File: src/rtl/opgen_pkg.sv
package opgen_pkg;

    typedef enum logic [1:0] {
        PORT_A = 2'd0,
        PORT_B = 2'd1,
        PORT_C = 2'd2
    } port_kind_e;

    typedef enum logic [2:0] {
        K_BUSY,
        K_CONST,
        K_PULSE,
        K_BLINK,
        K_THRESH
    } beh_kind_e;

    // inv: busy polarity / blink polarity; slow: blink rate; level: constant value
    typedef struct packed {
        beh_kind_e kind;
        logic      inv;
        logic      slow;
        logic      level;
    } beh_t;

    // Rounded fraction (num/10) of a full-scale code of the given width.
    function automatic int unsigned frac_of_full(int unsigned width, int unsigned num);
        int unsigned fs;
        fs = (1 << width) - 1;
        return (fs * num + 5) / 10;
    endfunction

    function automatic int unsigned thresh_for(port_kind_e k, int unsigned width);
        case (k)
            PORT_A:  return frac_of_full(width, 7);
            PORT_B:  return frac_of_full(width, 9);
            default: return (1 << width) - 1;
        endcase
    endfunction

    function automatic beh_t mk(beh_kind_e k, logic inv, logic slow, logic lvl);
        beh_t b;
        b.kind  = k;
        b.inv   = inv;
        b.slow  = slow;
        b.level = lvl;
        return b;
    endfunction

    function automatic beh_t pick_beh(port_kind_e k, logic led, logic [1:0] code);
        beh_t b;
        b = mk(K_CONST, 1'b0, 1'b0, 1'b1);
        if (!led) begin
            case (code)
                2'b00: b = mk(K_BUSY,  1'b0, 1'b0, 1'b0);
                2'b01: b = mk(K_CONST, 1'b0, 1'b0, 1'b0);
                2'b10: b = (k == PORT_C) ? mk(K_BUSY, 1'b1, 1'b0, 1'b0)
                                         : mk(K_PULSE, 1'b0, 1'b0, 1'b0);
                default: b = mk(K_CONST, 1'b0, 1'b0, 1'b1);
            endcase
        end else begin
            case (code)
                2'b00: b = mk(K_BLINK, (k == PORT_B), 1'b0, 1'b0);
                2'b01: b = mk(K_BLINK, (k == PORT_B), 1'b1, 1'b0);
                2'b10: b = (k == PORT_C) ? mk(K_CONST, 1'b0, 1'b0, 1'b0)
                                         : mk(K_THRESH, 1'b0, 1'b0, 1'b0);
                default: b = mk(K_CONST, 1'b0, 1'b0, (k != PORT_B));
            endcase
        end
        return b;
    endfunction

endpackage

File: src/rtl/opgen_blinker.sv
module opgen_blinker (
    input  logic clk,
    input  logic rst,
    input  logic busy_i,
    input  logic tick_i,
    output logic phase_o
);
    always_ff @(posedge clk) begin
        if (rst || !busy_i) phase_o <= 1'b0;
        else if (tick_i)    phase_o <= ~phase_o;
    end

    AST_PHASE_HOLD: assert property (@(posedge clk) disable iff (rst)
        (busy_i && !tick_i) |=> $stable(phase_o));
    AST_PHASE_TOGGLE: assert property (@(posedge clk) disable iff (rst)
        (busy_i && tick_i) |=> (phase_o != $past(phase_o)));
endmodule

File: src/rtl/opgen_stop_pulse.sv
module opgen_stop_pulse (
    input  logic clk,
    input  logic rst,
    input  logic stop_i,
    input  logic slow_tick_i,
    output logic pulse_o
);
    typedef enum logic [1:0] {P_IDLE, P_ARMED, P_HIGH} pstate_e;
    pstate_e st_q;

    always_ff @(posedge clk) begin
        if (rst) begin
            st_q <= P_IDLE;
        end else begin
            case (st_q)
                P_IDLE:  if (stop_i)      st_q <= P_ARMED;
                P_ARMED: if (slow_tick_i) st_q <= P_HIGH;
                P_HIGH:  if (slow_tick_i) st_q <= P_IDLE;
                default:                  st_q <= P_IDLE;
            endcase
        end
    end

    assign pulse_o = (st_q == P_HIGH);

    AST_PULSE_RISE_ON_TICK: assert property (@(posedge clk) disable iff (rst)
        $rose(pulse_o) |-> $past(slow_tick_i));
    AST_PULSE_FALL_ON_TICK: assert property (@(posedge clk) disable iff (rst)
        (pulse_o && slow_tick_i) |=> !pulse_o);
endmodule

File: src/rtl/opgen_amp_cmp.sv
module opgen_amp_cmp #(
    parameter int AMP_W  = 8,
    parameter int THRESH = 179
) (
    input  logic [AMP_W-1:0] amp_i,
    output logic             over_o
);
    localparam logic [AMP_W-1:0] THR_V = AMP_W'(THRESH);
    assign over_o = (amp_i > THR_V);
endmodule

File: src/rtl/status_led_port.sv
module status_led_port
    import opgen_pkg::*;
#(
    parameter port_kind_e PORT_KIND = PORT_A,
    parameter int         AMP_W     = 8
) (
    input  logic             clk,
    input  logic             rst,
    input  logic             opt_led_i,
    input  logic [1:0]       opt_code_i,
    input  logic             opt_init_high_i,
    input  logic             busy_i,
    input  logic             stop_pulse_i,
    input  logic [AMP_W-1:0] amp_i,
    input  logic             fast_tick_i,
    input  logic             slow_tick_i,
    output logic             pin_o
);
    localparam int THR   = int'(thresh_for(PORT_KIND, AMP_W));
    localparam int RATES = 2;

    beh_t             beh;
    logic [RATES-1:0] ticks;
    logic [RATES-1:0] phase;
    logic             pulse;
    logic             over;
    logic             pin_d;

    assign beh   = pick_beh(PORT_KIND, opt_led_i, opt_code_i);
    assign ticks = {slow_tick_i, fast_tick_i};

    for (genvar g = 0; g < RATES; g++) begin : g_rate
        opgen_blinker u_blk (
            .clk     (clk),
            .rst     (rst),
            .busy_i  (busy_i),
            .tick_i  (ticks[g]),
            .phase_o (phase[g])
        );
    end

    opgen_stop_pulse u_pulse (
        .clk         (clk),
        .rst         (rst),
        .stop_i      (stop_pulse_i),
        .slow_tick_i (slow_tick_i),
        .pulse_o     (pulse)
    );

    opgen_amp_cmp #(.AMP_W(AMP_W), .THRESH(THR)) u_cmp (
        .amp_i  (amp_i),
        .over_o (over)
    );

    always_comb begin
        case (beh.kind)
            K_BUSY:   pin_d = busy_i ^ beh.inv;
            K_CONST:  pin_d = beh.level;
            K_PULSE:  pin_d = pulse;
            K_BLINK:  pin_d = busy_i ? (phase[beh.slow] ^ ~beh.inv) : 1'b1;
            K_THRESH: pin_d = busy_i ? ~over : 1'b1;
            default:  pin_d = 1'b1;
        endcase
    end

    always_ff @(posedge clk) begin
        if (rst) pin_o <= opt_init_high_i;
        else     pin_o <= pin_d;
    end

    AST_INIT_LEVEL: assert property (@(posedge clk)
        rst |=> (pin_o == $past(opt_init_high_i)));
    AST_BUSY_FOLLOW: assert property (@(posedge clk) disable iff (rst)
        (!opt_led_i && opt_code_i == 2'b00) |=> (pin_o == $past(busy_i)));
    AST_CONST_LOW: assert property (@(posedge clk) disable iff (rst)
        (!opt_led_i && opt_code_i == 2'b01) |=> !pin_o);
    AST_CONST_HIGH: assert property (@(posedge clk) disable iff (rst)
        (!opt_led_i && opt_code_i == 2'b11) |=> pin_o);
    AST_LED_IDLE_HIGH: assert property (@(posedge clk) disable iff (rst)
        (opt_led_i && !opt_code_i[1] && !busy_i) |=> pin_o);
    AST_THRESH_OVER_LOW: assert property (@(posedge clk) disable iff (rst)
        (PORT_KIND != PORT_C && opt_led_i && opt_code_i == 2'b10 && busy_i
         && int'(amp_i) > THR) |=> !pin_o);
endmodule

File: config.mk
export PLATFORM = sky130hd
export DESIGN_NAME = status_led_port
export DESIGN_NICKNAME = d
export VERILOG_FILES = /design/src/rtl/opgen_pkg.sv /design/src/rtl/opgen_blinker.sv /design/src/rtl/opgen_stop_pulse.sv /design/src/rtl/opgen_amp_cmp.sv /design/src/rtl/status_led_port.sv
export SDC_FILE = /design/constraint.sdc
export NUM_CORES = 1
export LEC_CHECK = 0
export ABC_AREA = 1
export BUFFER_PORTS_ARGS = -buffer_cell sky130_fd_sc_hd__buf_2
export CORE_AREA = 3 3 40 42
export DETAILED_ROUTE_END_ITERATION = 10
export DIE_AREA = 0 0 43 45
export GPL_ROUTABILITY_DRIVEN = 0
export REMOVE_ABC_BUFFERS = 1
export SETUP_SLACK_MARGIN = 0.15
export SLEW_MARGIN = 10
export SYNTH_ARGS = -nofsm -noshare
export SYNTH_HDL_FRONTEND = slang
export SYNTH_HIERARCHICAL = 1
export SYNTH_SLANG_ARGS = --single-unit
File: constraint.sdc
create_clock -name clk -period 1 [get_ports clk]
set_clock_uncertainty 0.05 [all_clocks]
set_input_delay 0.05 -clock clk [delete_from_list [all_inputs] [get_ports clk]]
set_output_delay 0.05 -clock clk [all_outputs]
set_load 0.01 [all_outputs]
==> results of run 1 <==
## metal layers
| metal | track usage | vias to the layer above |
|---|---|---|
| li1 | - | 228 |
| met1 | 0.104 | 167 |
| met2 | 0.138 | 10 |
| met3 | 0.0598 | 0 |
| met4 | 0.0542 | 0 |
| met5 | 0 | - |
## per-stage QoR
step / hold WS, ns / utilization / cell area [sq um] / setup WS (ns) / total power [mW]
2_1_floorplan: 0.135 / - / 350 / 0.143 / 0.296
3_3_place_gp: 0.228 / 0.350 / 449 / 0.0739 / 0.343
3_5_place_dp: 0.229 / 0.350 / 449 / 0.0741 / 0.346
4_1_cts: 0.0140 / 0.401 / 515 / 0.106 / 0.621
5_1_grt: 0.0475 / 0.402 / 517 / 0.0491 / 0.661
6_report: 0.0225 / 0.402 / 517 / 0.143 / 0.611
## layout by cell type, fill, tap and decap left out
cell	instances
inv_2	1
nand2_1	24
clkbuf_1	1
dfxtp_2	3
o21ai_1	1
nand3_1	3
clkbuf_4	3
dlygate4sd3_1	2
inv_1	20
buf_4	2
nor2_1	4
nand2_2	1
a21oi_2	2
buf_2	16
dfxtp_1	2
nor2_2	4
## cells in the mapped netlist
library cell / count / area [sq um]
nor2_1: 5 / 18.8
nand2_1: 24 / 90.1
inv_1: 21 / 78.8
dfxtp_1: 5 / 100
a21oi_2: 2 / 17.5
o21ai_0: 1 / 5.00
nand2_2: 1 / 6.26
nor2_2: 3 / 18.8
nand3_1: 3 / 15.0
## registers in the layout, summed over array words and instances, names as in the netlist
register and flops:
g_rate.u_blk/phase_o 2, u_pulse/st_q 2, pin_o 1
## where the power goes
part / leakage (nW) / switching, mW / internal (mW)
registers: 0.0425 / 0.00820 / 0.217
clock network: 0.0150 / 0.0959 / 0.152
logic: 0.266 / 0.0687 / 0.0690
## worst max-delay path: cells and delay by family (launching register included)
kind / cells / cell delay (ns)
flops: 1 / 0.32
simple gates: 6 / 0.29
buf+inv: 2 / 0.09
## worst min path at each step
stage / end / depth (start not counted)
floorplan: pin_o / 2
global placement: pin_o / 3
detailed placement: pin_o / 3
CTS: g_rate[0].u_blk/phase_o / 4
global route: g_rate[1].u_blk/phase_o / 3
finish: g_rate[0].u_blk/phase_o / 4
## area by class of cell
| type | count | share of cell area |
|---|---|---|
| clock buffer | 4 | 0.0508 |
| inverter | 21 | 0.153 |
| multi-input combinational | 39 | 0.337 |
| sequential | 5 | 0.201 |
| tap | 15 | 0.0363 |
| timing repair buffer | 20 | 0.223 |
## cells by family (layout without fill, tap and decap cells)
kind of cell | count (synthesis) | count (layout)
AND/OR/NAND/NOR | 36 | 36
buffers and inverters | 21 | 45
AO/OA/AOI/OAI | 3 | 3
flip-flops | 5 | 5
## what timing repair did
action | 4_1_cts | 5_1_grt
endpoints found under the setup margin | 1 | 2
hold buffers | 2 | 0
buffers inserted | 2 | 0
resized for setup | 4 | 2
pin swaps | 4 | 3
endpoints found under the hold margin | 2 | 0
==> flow_summary.toml, run 1 <==
[placement]
port-buffer-count = 16
placedCellCount = 96
dp.final_hpwl_um = 570

[grt]
grt.total_usage = 0.0942
grt_max_degree = 6
globalRoute.totalOverflow = 0
antenna_found_initial = 0
first_global_vias = 353
grt_pass1_wl_um = 1300

[critical_path]
regToRegStartpoint = "u_pulse/st_q[1]"
reg2reg_to = "pin_o"
required_ns = 1.09
path_class = "reg -> reg"
cp-end-kind = "flip-flop"
r2r_slack_ns = 0.14
cp_cell_sequence = "inv_2 > nor2_2 > nand3_1 > nand2_1 > inv_1 > nand2_1 > nor2_1 > nor2_1"
cp-startpoint = "u_pulse/st_q[1]"
cp_max_fo = 2
startpoint_type = "flip-flop"
r2r_cells = 8
max_stage_delay_ns = 0.32
critPathArrivalTime_ns = 0.95
crit_path_top_delay_cell = "dfxtp_2"
endpoint = "pin_o"

[timing]
tightest_slew_ns = 0.111
rsz0062_at_grt = "yes"
max_clock_freq_mhz = 1170
hold_viol_final = 0
slew_headroom = 0.925
setup_tns_ns = 0
fin_crit_ns = 0.857
post-route-period-util = 0.857
slew_viol_final = 0
finalSetupViolations = 0

[synth]
synth.mux.area_fraction = 0
ys_ff_latch = 5
synth_xor_area_frac = 0
synth_top_family_by_area = "simple AND/OR/NAND/NOR gates"
synth_compound_area_frac = 0.0643
yosys.area_share.simple = 0.425
yosysWarnings = 6
netlist_instances = 65
yosysUniqueCellTypes = 9
syn-cell-area_sq_um = 350
yosysSeqAreaShare = 0.286
synthAdderAreaFrac = 0
syn_area_per_cell_sq_um = 5.39

[routing]
vias = 405
wl_met3_um = 55
post_drt_wl_per_cell_um = 7.12
wl_met2_um = 344
top_layer = "met3"
drc = 0
firstDrtPassIters = 2
routed_wl_um = 740
drt_iter0_drc = 1
met1_length_um = 340
antenna_left = 0
post_drt_via_cell_ratio = 3.89

[clocking]
clock_path_buffers = 2
numCtsBuffers = 3
cts_tree = "yes"
htree_levels = 1
cts_sinks = 5
cts_root_buf = "clkbuf_4"
path_clk_slew_ns = 0.05
clock_latency_ns = 0.25

[die]
ios = 19
dieArea_sq_mm = 0.00194
num_rows = 13
initial_core_util = 0.273
die_h_um = 45
fp.dieW_um = 43
fp.coreArea_sq_mm = 0.00128

[finish]
diodes = 0
multi_input_area_sq_um = 174
stdcell_count = 104
syn_to_final_growth_pct = 47.5
drive_gt1_frac = 0.360
fillCellCount = 153
finalNetCount = 108
regArea_sq_um = 104

[power]
leakage_nw = 0.323
ir_worst_vdd_v = 0.000984
p_per_area_mw_per_mm2 = 1180

[min_path]
hp-start = "fast_tick_i"
min_path_type = "in -> reg"

[flow_run]
cap_violations = 0

[run_status]
outcome = "finished clean"
No activity file was read; power rests on OpenSTA's default activity.
==> run 2: changes to the inputs <==
--- a/config.mk
+++ b/config.mk
@@ -8,9 +8,11 @@
 export ABC_AREA = 1
 export BUFFER_PORTS_ARGS = -buffer_cell sky130_fd_sc_hd__buf_2
 export CORE_AREA = 3 3 40 42
+export CTS_CLUSTER_SIZE = 20
 export DETAILED_ROUTE_END_ITERATION = 10
 export DIE_AREA = 0 0 43 45
 export GPL_ROUTABILITY_DRIVEN = 0
+export PLACE_DENSITY = 0.54
 export REMOVE_ABC_BUFFERS = 1
 export SETUP_SLACK_MARGIN = 0.15
 export SLEW_MARGIN = 10
==> run 2 against run 1 <==
Clock power hardly changed. Critical path depth stayed put. Core utilization is 0.58 points lower. Flip-flop and latch count stayed put. Count of clock-buffer cells in the layout stayed put. Cell count is 0.96% lower. Total power is 1.4% lower. Final area is 1.5% lower. Sequential share of layout area is 0.30 points higher.
==> flow_summary.toml, run 2 (synthesis gave the netlist of run 1 again) <==
[placement]
placedCellCount = 96
dp.final_hpwl_um = 601
port-buffer-count = 16
place_ws_ns = 0.0645

[grt]
grt_max_degree = 6
first_global_vias = 366
grt.total_usage = 0.0999
antenna_found_initial = 0
globalRoute.totalOverflow = 0
grt_pass1_wl_um = 1430

[critical_path]
critPathArrivalTime_ns = 1.01
cp_max_fo = 2
path_delay_family = "simple AND/OR/NAND/NOR gates"
cp-end-kind = "flip-flop"
r2r_slack_ns = 0.13
reg2reg_to = "pin_o"
required_ns = 1.13
regToRegStartpoint = "u_pulse/st_q[1]"
max_stage_delay_ns = 0.33
r2r_cells = 8
worst-path-buf-inv = 2
cp_cell_sequence = "inv_2 > nor2_2 > nand3_1 > nand2_1 > inv_1 > nand2_1 > nor2_1 > nor2_1"
path_class = "reg -> reg"
startpoint_type = "flip-flop"
crit_path_top_delay_cell = "dfxtp_2"

[clocking]
path_clk_slew_ns = 0.05
clock_latency_ns = 0.24
cts_tree = "yes"
cts_sinks = 5
cts_root_buf = "clkbuf_4"
numCtsBuffers = 3
htree_levels = 1
clock_path_buffers = 2

[run_status]
outcome = "finished clean"

[routing]
firstDrtPassIters = 4
routed_wl_um = 748
drt_iter0_drc = 6
drc = 0
antenna_left = 0
vias = 394
post_drt_via_cell_ratio = 3.83
post_drt_wl_per_cell_um = 7.26

[finish]
diodes = 0
top_regs = "g_rate.u_blk/phase_o (2), u_pulse/st_q (2), pin_o (1)"
mostFrequentLayoutCells = "nand2_1, inv_1, buf_2"
syn_to_final_growth_pct = 45.4
drive_gt1_frac = 0.352
final_common_cell = "nand2_1"
stdcell_count = 103
finalNetCount = 107

[timing]
hold_viol_final = 0
setup_ws_ns = 0.126
rsz0062_at_grt = "yes"
setup_tns_ns = 0
max_clock_freq_mhz = 1140
fin_crit_ns = 0.874
post-route-period-util = 0.874
tightest_slew_ns = 0.131
slew_headroom = 0.912
finalSetupViolations = 0
slew_viol_final = 0

[die]
initial_core_util = 0.273
num_rows = 13
die_h_um = 45
fp.coreArea_sq_mm = 0.00128
ios = 19
fp.dieW_um = 43
dieArea_sq_mm = 0.00194

[power]
ir_worst_vdd_v = 0.000371
p_per_area_mw_per_mm2 = 1180
leakage_nw = 0.318

[min_path]
hp-start = "fast_tick_i"
min_to = "g_rate[0].u_blk/phase_o"
min_path_cells = 4
min_path_type = "in -> reg"

[flow_run]
cap_violations = 0
[run 2: per-stage QoR]
stage               cell area (sq um)  total power [mW]  hold slack, ns  utilization
floorplan                         350             0.296           0.135            -
global placement                  449             0.344           0.227        0.350
detailed placement                449             0.346           0.252        0.350
CTS                               500             0.608          0.0252        0.389
global route                      509             0.646          0.0428        0.396
finish                            509             0.602          0.0259        0.396
[run 2: how the worst max path moves through the flow]
stage | from | end | slack, ns | depth (start not counted)
floorplan | u_pulse/st_q[0] | pin_o | 0.14 | 7
global placement | u_pulse/st_q[0] | pin_o | 0.08 | 7
detailed placement | u_pulse/st_q[1] | pin_o | 0.06 | 8
CTS | u_pulse/st_q[1] | pin_o | 0.07 | 8
global route | u_pulse/st_q[1] | pin_o | 0.05 | 8
finish | u_pulse/st_q[1] | pin_o | 0.13 | 8
[run 2: area by class of cell]
cell class / instances / area, sq um
clock buffers: 4 / 26.3
fillers: 159 / 776
multi-input cells: 39 / 174
repair buffers: 19 / 108
flip-flops and latches: 5 / 104
well taps: 15 / 18.8
inverters: 21 / 78.8
[run 2: where the power goes]
group	total, mW	leakage (nW)	internal, mW	switching, mW
clock network	0.246	0.0150	0.152	0.0940
logic	0.128	0.261	0.0641	0.0643
registers	0.228	0.0425	0.217	0.0111
total	0.602	0.318	0.433	0.169
[run 2: what timing repair did]
item,CTS,global route
setup endpoints to repair,1,1
cloned,0,0
resized for setup,4,1
endpoints found under the hold margin,2,0
setup buffers,0,1
pin swaps,3,2
hold buffers,2,0
[run 2: worst reg2reg max path, stage by stage (launching register included)]
cell and delay, ns:
dfxtp_2 0.33, inv_2 0.04, nor2_2 0.08, nand3_1 0.07, nand2_1 0.06, inv_1 0.03, nand2_1 0.05, nor2_1 0.03
nor2_1 0.08
[run 2: per-layer routing]
metal	track usage	vias up	routed length, um
met2	0.141	9	349
li1	-	227	-
met1	0.123	156	345
met5	0	-	0
met3	0.0279	2	40
met4	0.0904	0	12
==> run 3: changes to the inputs <==
--- a/config.mk
+++ b/config.mk
@@ -12,7 +12,7 @@
 export DETAILED_ROUTE_END_ITERATION = 10
 export DIE_AREA = 0 0 43 45
 export GPL_ROUTABILITY_DRIVEN = 0
-export PLACE_DENSITY = 0.54
+export PLACE_DENSITY = 0.56
 export REMOVE_ABC_BUFFERS = 1
 export SETUP_SLACK_MARGIN = 0.15
 export SLEW_MARGIN = 10
==> constraint.sdc (replaced) <==
create_clock -name clk -period 0.8 [get_ports clk]
set_clock_uncertainty 0.05 [all_clocks]
set_input_delay 0.04 -clock clk [delete_from_list [all_inputs] [get_ports clk]]
set_output_delay 0.04 -clock clk [all_outputs]
set_load 0.01 [all_outputs]
==> run 3 against run 2 <==
The run now ends with hold timing, setup timing left. Flip-flop and latch count is the same. Non-clock buffer count rose by 4. Fmax decreased by 5.2%. Combinational power up 74%. Clock power rose by 23%. First-iteration DRC count is 33% lower. Highest routed layer unchanged. Die area stayed put. Core utilization rose by 4.8 points. Largest cell class unchanged.
==> flow_summary.toml, run 3 (synthesis gave the netlist of run 1 again) <==
[critical_path]
cp_max_fo = 2
path_class = "reg -> reg"
cp_cell_sequence = "inv_2 > buf_4 > buf_6 > buf_6 > nand2_2 > a21oi_2"
crit_path_frequent_cell = "buf_6"
max_stage_delay_ns = 0.33
path_delay_family = "buffers and inverters"
cp-end-kind = "flip-flop"
required_ns = 0.89
startpoint_type = "flip-flop"
worst-path-buf-inv = 4
crit_path_top_delay_cell = "dfxtp_2"
critPathArrivalTime_ns = 1.01

[die]
fp.dieW_um = 43
num_rows = 13
dieArea_sq_mm = 0.00194
fp.coreArea_sq_mm = 0.00128
die_h_um = 45
ios = 19
initial_core_util = 0.273

[power]
p_per_area_mw_per_mm2 = 1410
ir_worst_vdd_v = 0.000860
power_mw = 0.807
leakage_nw = 0.354

[routing]
routed_wl_um = 816
drc = 0
firstDrtPassIters = 2
post_drt_via_cell_ratio = 3.97
drt_iter0_drc = 4
antenna_left = 0
vias = 425
post_drt_wl_per_cell_um = 7.63

[min_path]
min_path_type = "in -> reg"

[clocking]
cts_root_buf = "clkbuf_4"
htree_levels = 1
cts_tree = "yes"
numCtsBuffers = 3
cts_sinks = 5
clock_latency_ns = 0.24
clock_path_buffers = 2
path_clk_slew_ns = 0.05

[finish]
syn_to_final_growth_pct = 62.9
mostFrequentLayoutCells = "nand2_1, inv_1, buf_2"
fin_util = 0.444
fillCellCount = 145
stdcell_count = 107
finalNetCount = 111
diodes = 0
top_regs = "g_rate.u_blk/phase_o (2), u_pulse/st_q (2), pin_o (1)"
final_common_cell = "nand2_1"
drive_gt1_frac = 0.478

[grt]
globalRoute.totalOverflow = 0
first_global_vias = 346
grt.total_usage = 0.0924
grt_max_degree = 6
antenna_found_initial = 0
grt_pass1_wl_um = 1280

[timing]
slew_viol_final = 0
max_clock_freq_mhz = 1080
finalSetupViolations = 2
hold_viol_final = 2
rsz0062_at_grt = "yes"
whs_ns = -0.0297
post-route-period-util = 1.15
slew_headroom = 0.934
tightest_slew_ns = 0.0986
setup_ws_ns = -0.123
setup_tns_ns = -0.200
fin_crit_ns = 0.923

[run_status]
outcome = "finished with violations"
violations = "hold timing, setup timing"

[placement]
port-buffer-count = 16
placedCellCount = 100
dp.final_hpwl_um = 614

[flow_run]
cap_violations = 0
==> run 3: changes by cell type in the layout (fill, tap and decap cells not counted), moves of 2 or more <==
cell           previous run  this run
inv_2                     1         3
nand2_1                  24        20
nand2_2                   1         4
inv_1                    20        18
buf_6                     0         5
dlygate4sd3_1             2         0
==> run 3: layout make-up <==
type | instances | area, sq um | share of cell area
clock buffer | 4 | 26.3 | 0.0461
tap | 15 | 18.8 | 0.0329
sequential | 5 | 105 | 0.184
inverter | 21 | 78.8 | 0.138
timing repair buffer | 23 | 151 | 0.265
multi-input combinational | 39 | 190 | 0.333
==> run 3: stage by stage <==
stage / hold slack (ns) / setup slack [ns] / cell area (sq um)
2_1_floorplan: 0.125 / -0.0574 / 350
5_1_grt: -0.0479 / -0.182 / 571
3_5_place_dp: 0.228 / -0.0766 / 479
3_3_place_gp: 0.215 / -0.0496 / 479
6_report: -0.0297 / -0.123 / 571
4_1_cts: -0.0484 / -0.0831 / 539
==> run 3: worst min-delay path, stage by stage <==
cell and delay (ns):
buf_2 0.08, nor2_1 0.04, nor2_1 0.07
==> run 3: worst paths after layout <==
kind | start | endpoint | slack, ns | cells after the start
worst max-delay path | u_pulse/st_q[1] | u_pulse/st_q[0] | -0.12 | 6
worst min-delay path | opt_init_high_i | pin_o | -0.03 | 3
worst max register to register | u_pulse/st_q[1] | u_pulse/st_q[0] | -0.12 | 6
worst min register to register | u_pulse/st_q[0] | u_pulse/st_q[0] | 0.52 | 3
==> run 3: power breakdown <==
group / internal, mW / switching (mW)
logic: 0.118 / 0.105
clock network: 0.189 / 0.113
registers: 0.272 / 0.0102
total: 0.579 / 0.228
==> run 3: metal layers <==
metal | global-route usage | vias to the layer above | part of all wire
met1 | 0.104 | 178 | 0.43
met2 | 0.138 | 11 | 0.46
met4 | 0.0542 | 0 | 0.021
met5 | 0 | - | 0
met3 | 0.0518 | 2 | 0.087
li1 | - | 234 | -
==> run 3: timing repair <==
item | CTS | global route
setup buffers | 2 | 1
resized for setup | 12 | 7
hold endpoints to repair | 3 | 2
pin swaps | 7 | 7
endpoints found under the setup margin | 6 | 6
